$ cat src/rtl/gddr_init_pkg.sv
package gddr_init_pkg;

    // Command pins packed as {cs_n, ras_n, cas_n, we_n}
    typedef enum logic [3:0] {
        CMD_REGSET  = 4'b0000,
        CMD_REFRESH = 4'b0001,
        CMD_PRECH   = 4'b0010,
        CMD_NOP     = 4'b0111
    } dram_cmd_e;

    // Each phase names the next command the sequencer will issue
    typedef enum logic [3:0] {
        PH_HOLD,
        PH_PREA,
        PH_EXT,
        PH_DLLRST,
        PH_PREB,
        PH_REFR,
        PH_FINAL,
        PH_HAND,
        PH_RUN
    } seq_phase_e;

    localparam int PRECH_ALL_BIT = 10;
    localparam int DLL_RST_BIT   = 8;

    function automatic int max_of(input int a, input int b);
        return (a > b) ? a : b;
    endfunction

endpackage

$ cat src/rtl/gddr_cycle_timer.sv
module gddr_cycle_timer #(
    parameter int W       = 8,
    parameter int RST_VAL = 0
) (
    input  logic         clk,
    input  logic         rst_n,
    input  logic         load,
    input  logic [W-1:0] load_val,
    output logic         expired
);
    logic [W-1:0] cnt_d, cnt_q;

    always_comb begin
        cnt_d = cnt_q;
        if (load) begin
            cnt_d = load_val;
        end else if (cnt_q != '0) begin
            cnt_d = cnt_q - 1'b1;
        end
    end

    always_ff @(posedge clk or negedge rst_n) begin
        if (!rst_n) begin
            cnt_q <= W'(RST_VAL);
        end else begin
            cnt_q <= cnt_d;
        end
    end

    assign expired = (cnt_q == '0);

endmodule

$ cat src/rtl/gddr_mode_words.sv
module gddr_mode_words #(
    parameter int ADDR_W = 13
) (
    input  logic [2:0]        cfg_burst_code,
    input  logic              cfg_interleave,
    input  logic [1:0]        cfg_drive,
    output logic [ADDR_W-1:0] mode_rst_word,
    output logic [ADDR_W-1:0] mode_run_word,
    output logic [ADDR_W-1:0] ext_word
);
    import gddr_init_pkg::*;

    logic [2:0]        burst_ok;
    logic [1:0]        drive_ok;
    logic [ADDR_W-1:0] mode_base;

    always_comb begin
        // Only 2, 4 and 8 are legal; anything else becomes 4
        unique case (cfg_burst_code)
            3'b001, 3'b010, 3'b011: burst_ok = cfg_burst_code;
            default:                burst_ok = 3'b010;
        endcase
        drive_ok = (cfg_drive == 2'b11) ? 2'b00 : cfg_drive;

        mode_base      = '0;
        mode_base[2:0] = burst_ok;
        mode_base[3]   = cfg_interleave;
        mode_base[6:4] = 3'b011;        // read latency 3
        mode_base[7]   = 1'b0;          // normal operation, never test

        mode_run_word = mode_base;
        mode_rst_word = mode_base;
        mode_rst_word[DLL_RST_BIT] = 1'b1;

        ext_word    = '0;               // A0 low keeps the DLL on
        ext_word[1] = drive_ok[0];
        ext_word[6] = drive_ok[1];
    end

endmodule

$ cat src/rtl/gddr_cmd_mux.sv
module gddr_cmd_mux #(
    parameter int ADDR_W = 13,
    parameter int BA_W   = 2
) (
    input  logic              handover,
    input  logic [3:0]        seq_cmd,
    input  logic [BA_W-1:0]   seq_ba,
    input  logic [ADDR_W-1:0] seq_addr,
    input  logic [3:0]        usr_cmd,
    input  logic [BA_W-1:0]   usr_ba,
    input  logic [ADDR_W-1:0] usr_addr,
    output logic [3:0]        pin_cmd,
    output logic [BA_W-1:0]   pin_ba,
    output logic [ADDR_W-1:0] pin_addr
);
    always_comb begin
        if (handover) begin
            pin_cmd  = usr_cmd;
            pin_ba   = usr_ba;
            pin_addr = usr_addr;
        end else begin
            pin_cmd  = seq_cmd;
            pin_ba   = seq_ba;
            pin_addr = seq_addr;
        end
    end

endmodule

$ cat src/rtl/gddr_bringup_seq.sv
module gddr_bringup_seq
    import gddr_init_pkg::*;
#(
    parameter int CLK_MHZ     = 50,
    parameter int STABLE_US   = 200,
    parameter int T_RP        = 4,
    parameter int T_MRD       = 2,
    parameter int T_RFC       = 14,
    parameter int LOCK_CYC    = 200,
    parameter int NUM_REFRESH = 2,
    parameter int ADDR_W      = 13,
    parameter int BA_W        = 2
) (
    input  logic              clk,
    input  logic              rst_n,
    input  logic [2:0]        cfg_burst_code,
    input  logic              cfg_interleave,
    input  logic [1:0]        cfg_drive,
    input  logic              usr_cs_n,
    input  logic              usr_ras_n,
    input  logic              usr_cas_n,
    input  logic              usr_we_n,
    input  logic [BA_W-1:0]   usr_ba,
    input  logic [ADDR_W-1:0] usr_addr,
    output logic              dram_cke,
    output logic              dram_cs_n,
    output logic              dram_ras_n,
    output logic              dram_cas_n,
    output logic              dram_we_n,
    output logic [BA_W-1:0]   dram_ba,
    output logic [ADDR_W-1:0] dram_addr,
    output logic              init_done
);
    localparam int STABLE_CYC = CLK_MHZ * STABLE_US;
    localparam int MAX_GAP    = max_of(max_of(STABLE_CYC, T_RFC), max_of(T_RP, T_MRD));
    localparam int WAIT_W     = $clog2(MAX_GAP + 1);
    localparam int LOCK_W     = $clog2(LOCK_CYC + 1);
    localparam int REF_W      = $clog2(NUM_REFRESH + 1);

    localparam logic [WAIT_W-1:0] GAP_WAKE = '0;
    localparam logic [WAIT_W-1:0] GAP_RP   = WAIT_W'(T_RP - 1);
    localparam logic [WAIT_W-1:0] GAP_MRD  = WAIT_W'(T_MRD - 1);
    localparam logic [WAIT_W-1:0] GAP_RFC  = WAIT_W'(T_RFC - 1);
    localparam logic [LOCK_W-1:0] LOCK_LD  = LOCK_W'(LOCK_CYC - 1);

    typedef struct packed {
        seq_phase_e        phase;
        logic [REF_W-1:0]  refs;
        logic              cke;
        dram_cmd_e         cmd;
        logic [BA_W-1:0]   ba;
        logic [ADDR_W-1:0] addr;
        logic              done;
        logic              ready;
    } seq_state_t;

    localparam seq_state_t RESET_ST = '{
        phase: PH_HOLD,
        refs:  '0,
        cke:   1'b0,
        cmd:   CMD_NOP,
        ba:    '0,
        addr:  '0,
        done:  1'b0,
        ready: 1'b0
    };

    seq_state_t st_d, st_q;

    logic              wait_load_d;
    logic [WAIT_W-1:0] wait_val_d;
    logic              wait_zero;
    logic              lock_load_d;
    logic              lock_zero;
    logic [ADDR_W-1:0] mode_rst_word;
    logic [ADDR_W-1:0] mode_run_word;
    logic [ADDR_W-1:0] ext_word;
    logic [3:0]        pin_cmd;
    logic              handover_q;

    // Spacing between commands; its reset value covers the stable-clock wait
    gddr_cycle_timer #(
        .W       (WAIT_W),
        .RST_VAL (STABLE_CYC - 1)
    ) u_gap_timer (
        .clk      (clk),
        .rst_n    (rst_n),
        .load     (wait_load_d),
        .load_val (wait_val_d),
        .expired  (wait_zero)
    );

    // DLL lock interval, started by the DLL-reset write
    gddr_cycle_timer #(
        .W       (LOCK_W),
        .RST_VAL (0)
    ) u_lock_timer (
        .clk      (clk),
        .rst_n    (rst_n),
        .load     (lock_load_d),
        .load_val (LOCK_LD),
        .expired  (lock_zero)
    );

    gddr_mode_words #(
        .ADDR_W (ADDR_W)
    ) u_words (
        .cfg_burst_code (cfg_burst_code),
        .cfg_interleave (cfg_interleave),
        .cfg_drive      (cfg_drive),
        .mode_rst_word  (mode_rst_word),
        .mode_run_word  (mode_run_word),
        .ext_word       (ext_word)
    );

    always_comb begin
        st_d        = st_q;
        st_d.cmd    = CMD_NOP;
        st_d.ba     = '0;
        st_d.addr   = '0;
        st_d.done   = 1'b0;
        wait_load_d = 1'b0;
        wait_val_d  = GAP_WAKE;
        lock_load_d = 1'b0;

        unique case (st_q.phase)
            PH_HOLD: begin
                if (wait_zero) begin
                    st_d.cke    = 1'b1;
                    wait_load_d = 1'b1;
                    wait_val_d  = GAP_WAKE;
                    st_d.phase  = PH_PREA;
                end
            end
            PH_PREA, PH_PREB: begin
                if (wait_zero) begin
                    st_d.cmd                 = CMD_PRECH;
                    st_d.addr[PRECH_ALL_BIT] = 1'b1;
                    wait_load_d              = 1'b1;
                    wait_val_d               = GAP_RP;
                    st_d.phase = (st_q.phase == PH_PREA) ? PH_EXT : PH_REFR;
                end
            end
            PH_EXT: begin
                if (wait_zero) begin
                    st_d.cmd    = CMD_REGSET;
                    st_d.ba     = BA_W'(1);
                    st_d.addr   = ext_word;
                    wait_load_d = 1'b1;
                    wait_val_d  = GAP_MRD;
                    st_d.phase  = PH_DLLRST;
                end
            end
            PH_DLLRST: begin
                if (wait_zero) begin
                    st_d.cmd    = CMD_REGSET;
                    st_d.addr   = mode_rst_word;
                    wait_load_d = 1'b1;
                    wait_val_d  = GAP_MRD;
                    lock_load_d = 1'b1;
                    st_d.phase  = PH_PREB;
                end
            end
            PH_REFR: begin
                if (wait_zero) begin
                    st_d.cmd    = CMD_REFRESH;
                    wait_load_d = 1'b1;
                    wait_val_d  = GAP_RFC;
                    st_d.refs   = st_q.refs + 1'b1;
                    if (st_q.refs == REF_W'(NUM_REFRESH - 1)) begin
                        st_d.phase = PH_FINAL;
                    end
                end
            end
            PH_FINAL: begin
                if (wait_zero && lock_zero) begin
                    st_d.cmd    = CMD_REGSET;
                    st_d.addr   = mode_run_word;
                    wait_load_d = 1'b1;
                    wait_val_d  = GAP_MRD;
                    st_d.phase  = PH_HAND;
                end
            end
            PH_HAND: begin
                if (wait_zero) begin
                    st_d.done  = 1'b1;
                    st_d.ready = 1'b1;
                    st_d.phase = PH_RUN;
                end
            end
            default: begin
                st_d.phase = PH_RUN;
            end
        endcase
    end

    always_ff @(posedge clk or negedge rst_n) begin
        if (!rst_n) begin
            st_q <= RESET_ST;
        end else begin
            st_q <= st_d;
        end
    end

    assign handover_q = st_q.ready;

    gddr_cmd_mux #(
        .ADDR_W (ADDR_W),
        .BA_W   (BA_W)
    ) u_mux (
        .handover (handover_q),
        .seq_cmd  (st_q.cmd),
        .seq_ba   (st_q.ba),
        .seq_addr (st_q.addr),
        .usr_cmd  ({usr_cs_n, usr_ras_n, usr_cas_n, usr_we_n}),
        .usr_ba   (usr_ba),
        .usr_addr (usr_addr),
        .pin_cmd  (pin_cmd),
        .pin_ba   (dram_ba),
        .pin_addr (dram_addr)
    );

    assign {dram_cs_n, dram_ras_n, dram_cas_n, dram_we_n} = pin_cmd;
    assign dram_cke  = st_q.cke;
    assign init_done = st_q.done;

endmodule

$ cat config.mk
export PLATFORM = sky130hd
export DESIGN_NAME = gddr_bringup_seq
export DESIGN_NICKNAME = d
export VERILOG_FILES = /design/src/rtl/gddr_init_pkg.sv /design/src/rtl/gddr_cycle_timer.sv /design/src/rtl/gddr_mode_words.sv /design/src/rtl/gddr_cmd_mux.sv /design/src/rtl/gddr_bringup_seq.sv
export SDC_FILE = /design/constraint.sdc
export NUM_CORES = 1
export LEC_CHECK = 0
export CAP_MARGIN = 5
export CELL_PAD_IN_SITES_DETAIL_PLACEMENT = 2
export CELL_PAD_IN_SITES_GLOBAL_PLACEMENT = 2
export CORE_UTILIZATION = 32
export CTS_CLUSTER_SIZE = 20
export DETAILED_ROUTE_END_ITERATION = 10
export PLACE_DENSITY_LB_ADDON = 0.08
export SYNTH_ARGS = -nofsm -noshare
export SYNTH_HDL_FRONTEND = slang
export SYNTH_SLANG_ARGS = --single-unit
export TNS_END_PERCENT = 30
$ cat constraint.sdc
create_clock -name clk -period 2.1 [get_ports clk]
set_input_delay 0.42 -clock clk [delete_from_list [all_inputs] [get_ports clk]]
set_output_delay 0.42 -clock clk [all_outputs]
set_load 0.02 [all_outputs]
# --- Yosys cells after proc, flatten, opt, wreduce, memory -nomap -nowiden ---
# Index checks and enable logic that the tools add are counted.
classes:
  n_eq_ne: 20
  reduce_logical: 16
  n_addsub: 3
  n_mux: 42
op_table:
  columns: ["cell", "n"]
  rows:
  - ["$mux W4", 9]
  - ["$pmux W10 S3", 1]
  - ["$mux W14", 2]
  - ["$pmux W4 S7", 1]
  - ["$pmux W4 S5", 1]
  - ["$mux W18", 1]
  - ["$mux W3", 6]
  - ["$eq A4 B3 Y1 const B", 4]
  - ["$mux W8", 2]
  - ["$ne A2 B2 Y1 const B", 8]
  - ["$pmux W4 S4", 1]
  - ["$logic_not A14 Y1", 1]
  - ["$reduce_bool A14 Y1", 1]
  - ["$sub A14 B1 Y14 const B", 1]
  - ["$mux W13", 1]
  - ["$mux W2", 6]
  - ["$mux W6", 2]
  - ["$mux W9", 1]
  - ["$eq A4 B2 Y1 const B", 2]
  - ["$logic_not A8 Y1", 1]
  - ["$reduce_and A8 Y1", 1]
  - ["$reduce_bool A8 Y1", 1]
  - ["$sub A8 B1 Y8 const B", 1]
  - ["$eq A3 B2 Y1 const B", 2]
  - ["other kinds (16)", 24]
totals:
  out_inout_bits: 21
  wordCells: 91
  in_bits: 27
  regBits: 50

# --- Depth between registers and ports, before layout ---
# Gate-level depths: netlist of run 1.
logic_depth:
  depth_word: 5
  ltp_mapped: 7
  depth_no_buf: 7

# --- Cells and area by module ---
# Synthesis of run 1 repeated with hierarchy kept, for this count alone.
unflattened:
  hier_cells: 319
  area_unflattened_um2: 3255.6
modules_own_cells:
  columns: ["module", "area_each_um2", "cells_per_inst", "n_inst", "seq_area_each_um2"]
  rows:
  - ["gddr_bringup_seq", 1351.3, 126, 1, 654.4]
  - ["gddr_cycle_timer (u_gap_timer)", 835.8, 77, 1, 360.3]
  - ["gddr_cycle_timer (u_lock_timer)", 488.0, 54, 1, 200.2]
  - ["gddr_mode_words", 297.8, 41, 1, 0.0]
  - ["gddr_cmd_mux", 282.8, 21, 1, 0.0]

# --- Worst setup path before layout of run 1 ---
# OpenSTA, ideal clock, no wires.
synth_path:
  path_type: "register to register"
  start: "register u_gap_timer.cnt_q[0]"
  end: "register st_q[8] in the netlist's numbering"
  path_stages_with_launch: 8
  slack_ns: 0.182
  period_less_slack_ns: 1.918
  setup_time_ns: 0.095
  arrival_ns: 1.823
  cell_sequence: "dfstp_2 -> inv_1 -> ha_1 -> or3b_2 -> nor4_4 -> buf_6 -> nand2_4 -> nor4_4"
synth_rtl:
  columns: ["element", "line", "text"]
  rows:
  - ["from (decl)", "gddr_cycle_timer.sv:11", "logic [W-1:0] cnt_d, cnt_q;"]
  - ["from (signal assigned)", "gddr_cycle_timer.sv:24", "cnt_q <= W'(RST_VAL);"]
  - ["from (signal assigned)", "gddr_cycle_timer.sv:26", "cnt_q <= cnt_d;"]
  - ["to (signal assigned)", "gddr_bringup_seq.sv:201", "st_q <= st_d;"]
  - ["to (decl)", "gddr_bringup_seq.sv:68", "seq_state_t st_d, st_q;"]

# --- Worst setup path after layout of run 1 ---
layout_path:
  start: "input port usr_addr[12]"
  end: "output port dram_addr[12]"
layout_between:
  elab_chain_len: 1
layout_rtl:
  columns: ["element", "line", "text"]
  rows:
  - ["from (decl)", "gddr_bringup_seq.sv:24", "input logic [ADDR_W-1:0] usr_addr,"]
  - ["$mux W13", "gddr_cmd_mux.sv:17", "if (handover) begin"]
  - ["to (decl)", "gddr_bringup_seq.sv:31", "output logic [ADDR_W-1:0] dram_addr,"]
# No other way between the ends.

==> impl_summary.md, run 1 <==
Power
The proportion of power drawn by combinational gates is under 10%. The analysis attributes to cell leakage a power of approximately 1.4 nW. Sequential cells account for 52.1% of the total power. Of the total power, the share spent switching nets is 20.6%. In this run the power spent charging and discharging nets is 0.329 mW. Dividing total power by cell area gives a power density of just over 500 nW/um2. The completed layout was analyzed and its total power is 1.59 mW. The maximum ir drop on the vdd rail is 289 uV. Internal power comes to around 1.3 mW. The proportion of power drawn by the clock network is 43.1%.

Worst setup path
At the worst endpoint, the arrival time is 1610 ps. The launching instance or port of the critical path is usr_addr[12]. Setup slack on the worst reg-to-reg path comes out at about 100 ps. Measured in cells, the most critical reg-to-reg path has a length of 7. The worst setup path endpoint is dram_addr[12]. The capture instance of the worst register-to-register path is handover_q. The kind of end point of the critical path is a primary output.

The critical path is of the in -> out type. The data required time at the worst endpoint is 1680 ps. The maximum fanout count along the critical path is 1. The element type at the critical path start is a primary input. The startpoint identified for the worst register-to-register timing path is u_gap_timer.cnt_q[0].

Clock network
For this design, the CTS-stage hold fixing added 0 buffers. The clock passes through at most 2 buffers. The clock tree from TritonCTS is done. The number of clock sinks seen by CTS is 43.

The tree is rooted in a sky130_fd_sc_hd__clkbuf_8. The number of buffers added by the clock tree synthesis step is 5. Clock latency on the worst-skew pair, taken at its later pin, is ~300 ps.

The H-tree depth reported by CTS is 2. The clock-pin slew reported for the worst setup and hold paths after clock tree synthesis is 80 ps.

Yosys
For this run, the leading register cell type out of synthesis is sky130_fd_sc_hd__dfrtp_1. The number of warnings issued by yosys is 0. Synthesis produced 218 cells. Counting flops with an async set or reset pin after synthesis yields a share of 100%. The area share of the largest cell type after synthesis is 34.7%. The synthesized area divided by synthesized cell count is 10.6 um2. The net count after synthesis is 248. The portion of the post-synthesis area used by sequential elements is 47.3%. Ranked by total cell area, the synthesized netlist is headed by sky130_fd_sc_hd__dfrtp_1 (35%), sky130_fd_sc_hd__dfstp_2 (13%), sky130_fd_sc_hd__mux2_2 (5.9%). The synthesized netlist contains 55 unique library cells. The post-synthesis register bit count is between 40 and 50. The library cell occupying the most area in the post-synthesis netlist is sky130_fd_sc_hd__dfrtp_1. The count of flip-flops with a built-in enable after synthesis is 0. The synthesized netlist occupies a cell area of 2310 um2.

Timing
The setup skew after layout is 8.78 ps. The final setup violation count is 0. For the pin with the worst max-slew slack, the measured transition is 554 ps. The hold violation count in the final report is 0. The worst pin sits at a relative slew slack of around 63%. The period utilization is 96.6%. Setup repair after global routing left no endpoint under its margin. The minimum clock period after layout is 2030 ps. Across all hold checks on the routed design, the worst slack comes to 95.7 ps.

Setup slack closes at ~70 ps. The maximum achievable frequency is 493 MHz. The max-slew violation count was 0.

Job
The tool flagged a number of max-cap violations equal to 0.

Floorplanning
The die width is 86.9 um. The initial utilization of the core area, before any placement, comes to 33.6%. Pin placement for this block handled 48 I/O pins.

After floorplanning, the core was divided into 30 placement rows. The die area is 7550 um2. In this run the standard cell core region covers 6870 um2. The die outline height is between 80 and 90 um.

Min path
The worst min-delay path class is in -> async.

Placement
Input and output buffers added on the ports amount to 47. The area of placed instances is 3000 um2. The sum of net half-perimeters after detailed placement is between 4000 and 5000 um.

The post-place setup slack is -43.4 ps. At the end of routability-driven placement, the weighted congestion stood at 0.723.

Route
The number of DRC markers in iteration 0 is 33. Across all layers, the routed design uses 1913 vias. The detail-routed net length per standard cell is roughly 17 um. Once detail routing completed, the nets flagged for antenna violations numbered 0. Wires add up to 6540 um.

In the routed layout, each cell is associated on average with a via count of ~5.0. In the routed design, unresolved DRC markers number 0. The number of detailed-route iterations in the first pass is 2.

Global route
The first global-routing pass estimated 10900 um of wire. The via count of the first global-routing pass is 2112. The number of antenna violations at the first check in global routing is 0.

The total routing usage reported by global routing is 19.0%. Summed over all layers, the global routing overflow is 0. The largest net degree at the start of global routing is 24.

Cells and area
Compared with the post-synthesis result, the final layout area differs by 35.5%. The final design instance area without fill is 3120 um2. The number of antenna diodes in the final layout is 0. After the last flow step, the layout net total stands at 312. The utilization of the core after routing is 45.5%. The most common cell after layout, fill and taps aside is sky130_fd_sc_hd__clkdlybuf4s50_1. The fraction of layout instances using a drive strength above 1 is 26.5%.

The library cells used most frequently in the layout, excluding fill and tap cells, are sky130_fd_sc_hd__clkdlybuf4s50_1 (33), sky130_fd_sc_hd__dfrtp_1 (32), sky130_fd_sc_hd__nand2_1 (15), sky130_fd_sc_hd__buf_4 (15), sky130_fd_sc_hd__dlygate4sd2_1 (13).

Outcome
The run finished with clean final reports.
cell families after synthesis:
logic type / Yosys count / synth area share, %
AOI/OAI and AO/OA: 36 / 10.3
and+or+nand+nor: 92 / 26.3
adders and majority gates: 3 / 1.63
buffers and inverters: 17 / 3.15
other: 1 / 0.163
muxes: 13 / 6.29
DFF: 43 / 47.3
xor gates and xnor gates: 13 / 4.94
worst max-delay path, stage by stage:
cell	delay, ps
sky130_fd_sc_hd__clkdlybuf4s50_1	450
sky130_fd_sc_hd__and2_1	120
sky130_fd_sc_hd__clkdlybuf4s50_1	620
layout make-up:
| class | instances | area, um2 |
|---|---|---|
| clock buffers | 6 | 82.6 |
| repair buffers | 64 | 593 |
| well taps | 96 | 120 |
| inverters | 10 | 37.5 |
| multi-input cells | 158 | 1170 |
| fillers | 740 | 3740 |
| clock inverters | 2 | 35.0 |
| flip-flops and latches | 43 | 1090 |
flip-flops by register name, summed over array words and instances, names as in the netlist:
register,flops
u_lock_timer.cnt_q,8
st_q,18
dram_cke,1
handover_q,1
u_gap_timer.cnt_q,14
init_done,1
synthesized netlist by cell type (2+ instances only):
| cell | n |
|---|---|
| sky130_fd_sc_hd__nand4_1 | 3 |
| sky130_fd_sc_hd__xor2_1 | 5 |
| sky130_fd_sc_hd__inv_1 | 10 |
| sky130_fd_sc_hd__a211oi_1 | 2 |
| sky130_fd_sc_hd__clkbuf_1 | 5 |
| sky130_fd_sc_hd__and2_1 | 8 |
| sky130_fd_sc_hd__o21ai_0 | 7 |
| sky130_fd_sc_hd__a31oi_1 | 2 |
| sky130_fd_sc_hd__nor4_1 | 5 |
| sky130_fd_sc_hd__dfstp_2 | 11 |
| sky130_fd_sc_hd__or4_1 | 2 |
| sky130_fd_sc_hd__nand2_1 | 15 |
| sky130_fd_sc_hd__ha_1 | 3 |
| sky130_fd_sc_hd__nor2_1 | 11 |
| sky130_fd_sc_hd__dfrtp_1 | 32 |
| sky130_fd_sc_hd__or3b_2 | 2 |
| sky130_fd_sc_hd__o21ai_1 | 2 |
| sky130_fd_sc_hd__xnor2_1 | 8 |
| sky130_fd_sc_hd__mux2_2 | 12 |
| sky130_fd_sc_hd__o41ai_1 | 2 |
| sky130_fd_sc_hd__nor4_4 | 2 |
| sky130_fd_sc_hd__nand3_1 | 7 |
| sky130_fd_sc_hd__o31ai_1 | 3 |
| sky130_fd_sc_hd__nor3_1 | 7 |
| sky130_fd_sc_hd__a21oi_1 | 10 |
| sky130_fd_sc_hd__or4_4 | 5 |
| sky130_fd_sc_hd__or2_2 | 3 |
| sky130_fd_sc_hd__nand2b_1 | 7 |
metal layers:
metal / GRT usage [%] / up-vias / part of all wire [%]
met2: 34.9 / 30 / 53
met5: 0 / - / 0
met1: 22.7 / 974 / 43
li1: - / 903 / -
met4: 5.15 / 0 / 1.1
met3: 3.41 / 6 / 3.0
worst min-delay path by stage:
stage	slack (ps)	endpoint	cells past startpoint	startpoint
after floorplan	120	dram_cke	0	rst_n
after global placement	430	st_q[4]	1	rst_n
after detailed placement	440	st_q[4]	1	rst_n
after CTS	100	dram_cke	1	rst_n
after global routing	140	dram_cke	1	rst_n
final	100	st_q[4]	1	rst_n
per-stage QoR:
step                cells  setup TNS (ps)
CTS                   379               0
floorplan             218               0
global route          379               0
detailed placement    371            -123
finish                379               0
global placement      371               0
repair_timing:
action	4_1_cts	5_1_grt
resized for setup	16	3
setup buffers	0	0
setup endpoints to repair	18	10
power groups by stage:
stage	Clock (mW)	Combinational, mW	Sequential (mW)
2_1_floorplan	0	0.00619	0.845
3_3_place_gp	0	0.0771	0.845
3_5_place_dp	0	0.0791	0.845
4_1_cts	0.716	0.0790	0.830
5_1_grt	0.739	0.0845	0.830
6_report	0.686	0.0763	0.830
(Power assumes the default switching activity.)
==> run 2, diff against run 1 <==
--- a/config.mk
+++ b/config.mk
@@ -11,6 +11,7 @@
 export CORE_UTILIZATION = 32
 export CTS_CLUSTER_SIZE = 20
 export DETAILED_ROUTE_END_ITERATION = 10
+export HOLD_SLACK_MARGIN = 0.06
 export PLACE_DENSITY_LB_ADDON = 0.08
 export SYNTH_ARGS = -nofsm -noshare
 export SYNTH_HDL_FRONTEND = slang
==> results of run 2 <==
The final DEF is identical to that of run 1; final timing and power are the same.
==> run 3, diff against run 2 <==
--- a/config.mk
+++ b/config.mk
@@ -8,6 +8,7 @@
 export CAP_MARGIN = 5
 export CELL_PAD_IN_SITES_DETAIL_PLACEMENT = 2
 export CELL_PAD_IN_SITES_GLOBAL_PLACEMENT = 2
+export CORE_MARGIN = 5
 export CORE_UTILIZATION = 32
 export CTS_CLUSTER_SIZE = 20
 export DETAILED_ROUTE_END_ITERATION = 10
==> run 3 against run 2 <==
Compared with the run above: utilization is 1.5 points lower; register-to-register slack gained 40 ps; count of clock-buffer cells in the layout up 1.
==> impl_summary.md, run 3 (same netlist as run 1, synthesis figures left out) <==
Clock network
The source-to-sink clock delay at the later pin of the worst-skew pair is 300 ps (about the same). The number of clock sinks seen by CTS came to 43 (unchanged). The clock-pin slew reported for the worst setup and hold paths after clock tree synthesis is 70 ps (was 80 ps). The number of buffers added by the clock tree synthesis step is 5 (unchanged). The clock tree from TritonCTS is done (unchanged).

The worst-case clock buffer depth is 2 (unchanged). The H-tree depth reported by CTS is 2 (unchanged). The clock root buffer was sky130_fd_sc_hd__clkbuf_8 (unchanged).

The number of post-CTS setup repair buffers is 0 (unchanged).

Cells and area
The final net count came to 316 (was 312). The most common cell after layout, fill and taps aside is sky130_fd_sc_hd__dfrtp_1 (was sky130_fd_sc_hd__clkdlybuf4s50_1). The fraction of layout instances using a drive strength above 1 was 26.1% (was 26.5%). The register name with the most flops is st_q (unchanged).

The utilization of the core after routing is 44.0% (was 45.5%). Commonest cells after routing, fill and taps aside: sky130_fd_sc_hd__dfrtp_1 (32), sky130_fd_sc_hd__clkdlybuf4s50_1 (31), sky130_fd_sc_hd__buf_4 (18) (was sky130_fd_sc_hd__clkdlybuf4s50_1 (33), sky130_fd_sc_hd__dfrtp_1 (32), sky130_fd_sc_hd__nand2_1 (15), sky130_fd_sc_hd__buf_4 (15), sky130_fd_sc_hd__dlygate4sd2_1 (13)). The number of antenna cells inserted is 0 (unchanged). The post-synthesis to final-layout area growth came to 36.2% (was 35.5%). Biggest regs: st_q: 18 flops, u_gap_timer.cnt_q: 14 flops, u_lock_timer.cnt_q: 8 flops (unchanged). The number of flip-flops under the largest register name is 18 (unchanged).

Route
The overall via count from detail_route came to 1912 (was 1913). The number of DRC markers in iteration 0 came to 29 (was 33). The detail-routed net length per standard cell is 16.6 um (was 17.3 um). The number of detailed-route iterations in the first pass came to 4 (was 2). The routed wire length is 6410 um (was 6540 um). The remaining antenna violation count after routing is 0 (unchanged). The number of remaining DRC errors is 0 (unchanged). The via density per instance is 4.95 (was 5.05).

Outcome
Status: completed (unchanged).

Power
The maximum ir drop on the vdd rail is 206 uV (was 289 uV). The power per unit of standard cell area is 491 nW/um2 (was 509 nW/um2). The sum of internal, switching and leakage power was 1.54 mW (was 1.59 mW). The leakage dissipation was 1.46 nW (was 1.42 nW).

Timing
The minimum clock period after layout is 2040 ps (was 2030 ps). The headroom to the max-slew limit is 65.9% (was 63.0%). The period utilization came to 97.0% (was 96.6%). The maximum achievable frequency is 491 MHz (was 493 MHz). The max-slew violation count was 0 (unchanged).

RSZ-0062 raised after global routing: false (unchanged). The setup skew after layout is 14.8 ps (was 8.78 ps). The final setup violation count came to 0 (unchanged). The hold violation count in the final report is 0 (unchanged). The slew of the pin with the lowest slew margin is 507 ps (was 554 ps).

Job
The max-capacitance violation count is 0 (unchanged).

Floorplanning
The die width is 94.9 um (was 86.9 um). The row count is 31 (was 30). The die outline height is 94.9 um (was 86.9 um). The number of I/O pins is 48 (unchanged). The effective utilization at floorplan is 32.3% (was 33.6%). The die area is 9000 um2 (was 7550 um2). The core box area is 7140 um2 (was 6870 um2).

Worst setup path
The number of buffer and inverter instances along the worst setup path came to 2 (unchanged). The kind of end point of the critical path is a primary output (unchanged). The stage delay of the slowest cell on the critical path came to 600 ps (was 620 ps).

The data arrival time of the worst path is 1620 ps (was 1610 ps). The element type at the critical path start is a primary input (unchanged). The dominant cell type by count on the critical path is sky130_fd_sc_hd__clkdlybuf4s50_1 (unchanged). The maximum fanout count along the critical path came to 1 (unchanged). The data required time at the worst endpoint is 1680 ps (about the same). The cell class contributing the biggest share of worst-path delay is buffers and inverters (unchanged). Cell breakdown of the critical path: clkdlybuf4s50_1 > and2_1 > clkdlybuf4s50_1 (unchanged).

The cell type of the slowest stage on the worst timing path is sky130_fd_sc_hd__clkdlybuf4s50_1 (unchanged). The critical setup path kind was in -> out (unchanged).

Min path
The worst min-delay path class was reg -> reg (was in -> async).

Global route
The wire length of the first global-routing pass is 10800 um (was 10900 um). The total congestion overflow is 0 (unchanged). The number of antenna violations at the first check in global routing is 0 (unchanged). The via count of the first global-routing pass is 2164 (was 2112).

The total routing usage reported by global routing is 15.5% (was 19.0%). The largest net degree at the start of global routing is 21 (was 24).

Placement
The count of buffers from port buffering is 47 (unchanged). The weighted congestion at the end of routability-driven global placement is 0.728 (was 0.723). The sum of net half-perimeters after detailed placement is 5110 um (was 4950 um).
[run 3: cell types whose count changed in the layout (fill, tap and decap cells not counted), sizes merged]
cell           change
clkbuf             +1
clkdlybuf4s50      -2
buf                +3
clkinv             -1
dlymetal6s2s       +2
dlygate4sd3        +1
[run 3: cell type report]
type / count / area, um2
multi-input cells: 158 / 1150
inverters: 10 / 37.5
flip-flops and latches: 43 / 1090
well taps: 99 / 124
clock buffers: 7 / 76.3
repair buffers: 68 / 631
clock inverters: 1 / 30.0
fillers: 786 / 4000
[run 3: stage by stage]
stage	worst slack [ps]	TNS, ps	area, um2	std cells	hold WS, ps
floorplan	182	0	2310	218	124
global placement	53.6	0	3020	377	307
detailed placement	27.9	0	3020	377	318
CTS	-14.5	-14.5	3120	386	501
global route	8.63	0	3140	386	522
finish	62.9	0	3140	386	491
[run 3: path summary, 6_finish.rpt]
path | start | to | slack (ps) | depth (start not counted)
worst min-delay path | st_q[22] | st_q[22] | 490 | 1
worst max register to register | u_gap_timer.cnt_q[0] | handover_q | 140 | 7
worst min register to register | st_q[22] | st_q[22] | 490 | 1
worst max-delay path | usr_ba[1] | dram_ba[1] | 60 | 3
max in group asynchronous | rst_n | u_gap_timer.cnt_q[0] | 990 | 3
min in group asynchronous | rst_n | u_gap_timer.cnt_q[12] | 520 | 2
[run 3: repair_timing]
action                                  in CTS  in global routing
hold endpoints to repair                     8                  0
endpoints found under the setup margin      14                 18
hold buffers                                 1                  0
gates resized for setup                     13                  6
pin swaps                                    0                  2
[run 3: power breakdown]
group,internal (mW),switching [mW]
Combinational,0.0483,0.0268
Clock,0.356,0.282
Sequential,0.830,0.000272
[run 3: worst register-to-register path, stage by stage, from the launching register on]
cell	delay [ps]
sky130_fd_sc_hd__dfstp_2	370
sky130_fd_sc_hd__inv_1	80
sky130_fd_sc_hd__ha_2	180
sky130_fd_sc_hd__or3b_4	400
sky130_fd_sc_hd__nor4_4	380
sky130_fd_sc_hd__buf_6	200
sky130_fd_sc_hd__and4_1	210
sky130_fd_sc_hd__or2_2	100
[run 3: per-layer routing]
layer / track usage [%] / vias to the layer above / share of wire [%]
li1: - / 917 / -
met1: 18.0 / 966 / 42
met2: 29.1 / 23 / 53
met3: 3.51 / 6 / 3.6
met4: 3.25 / 0 / 0.83
met5: 0 / - / 0
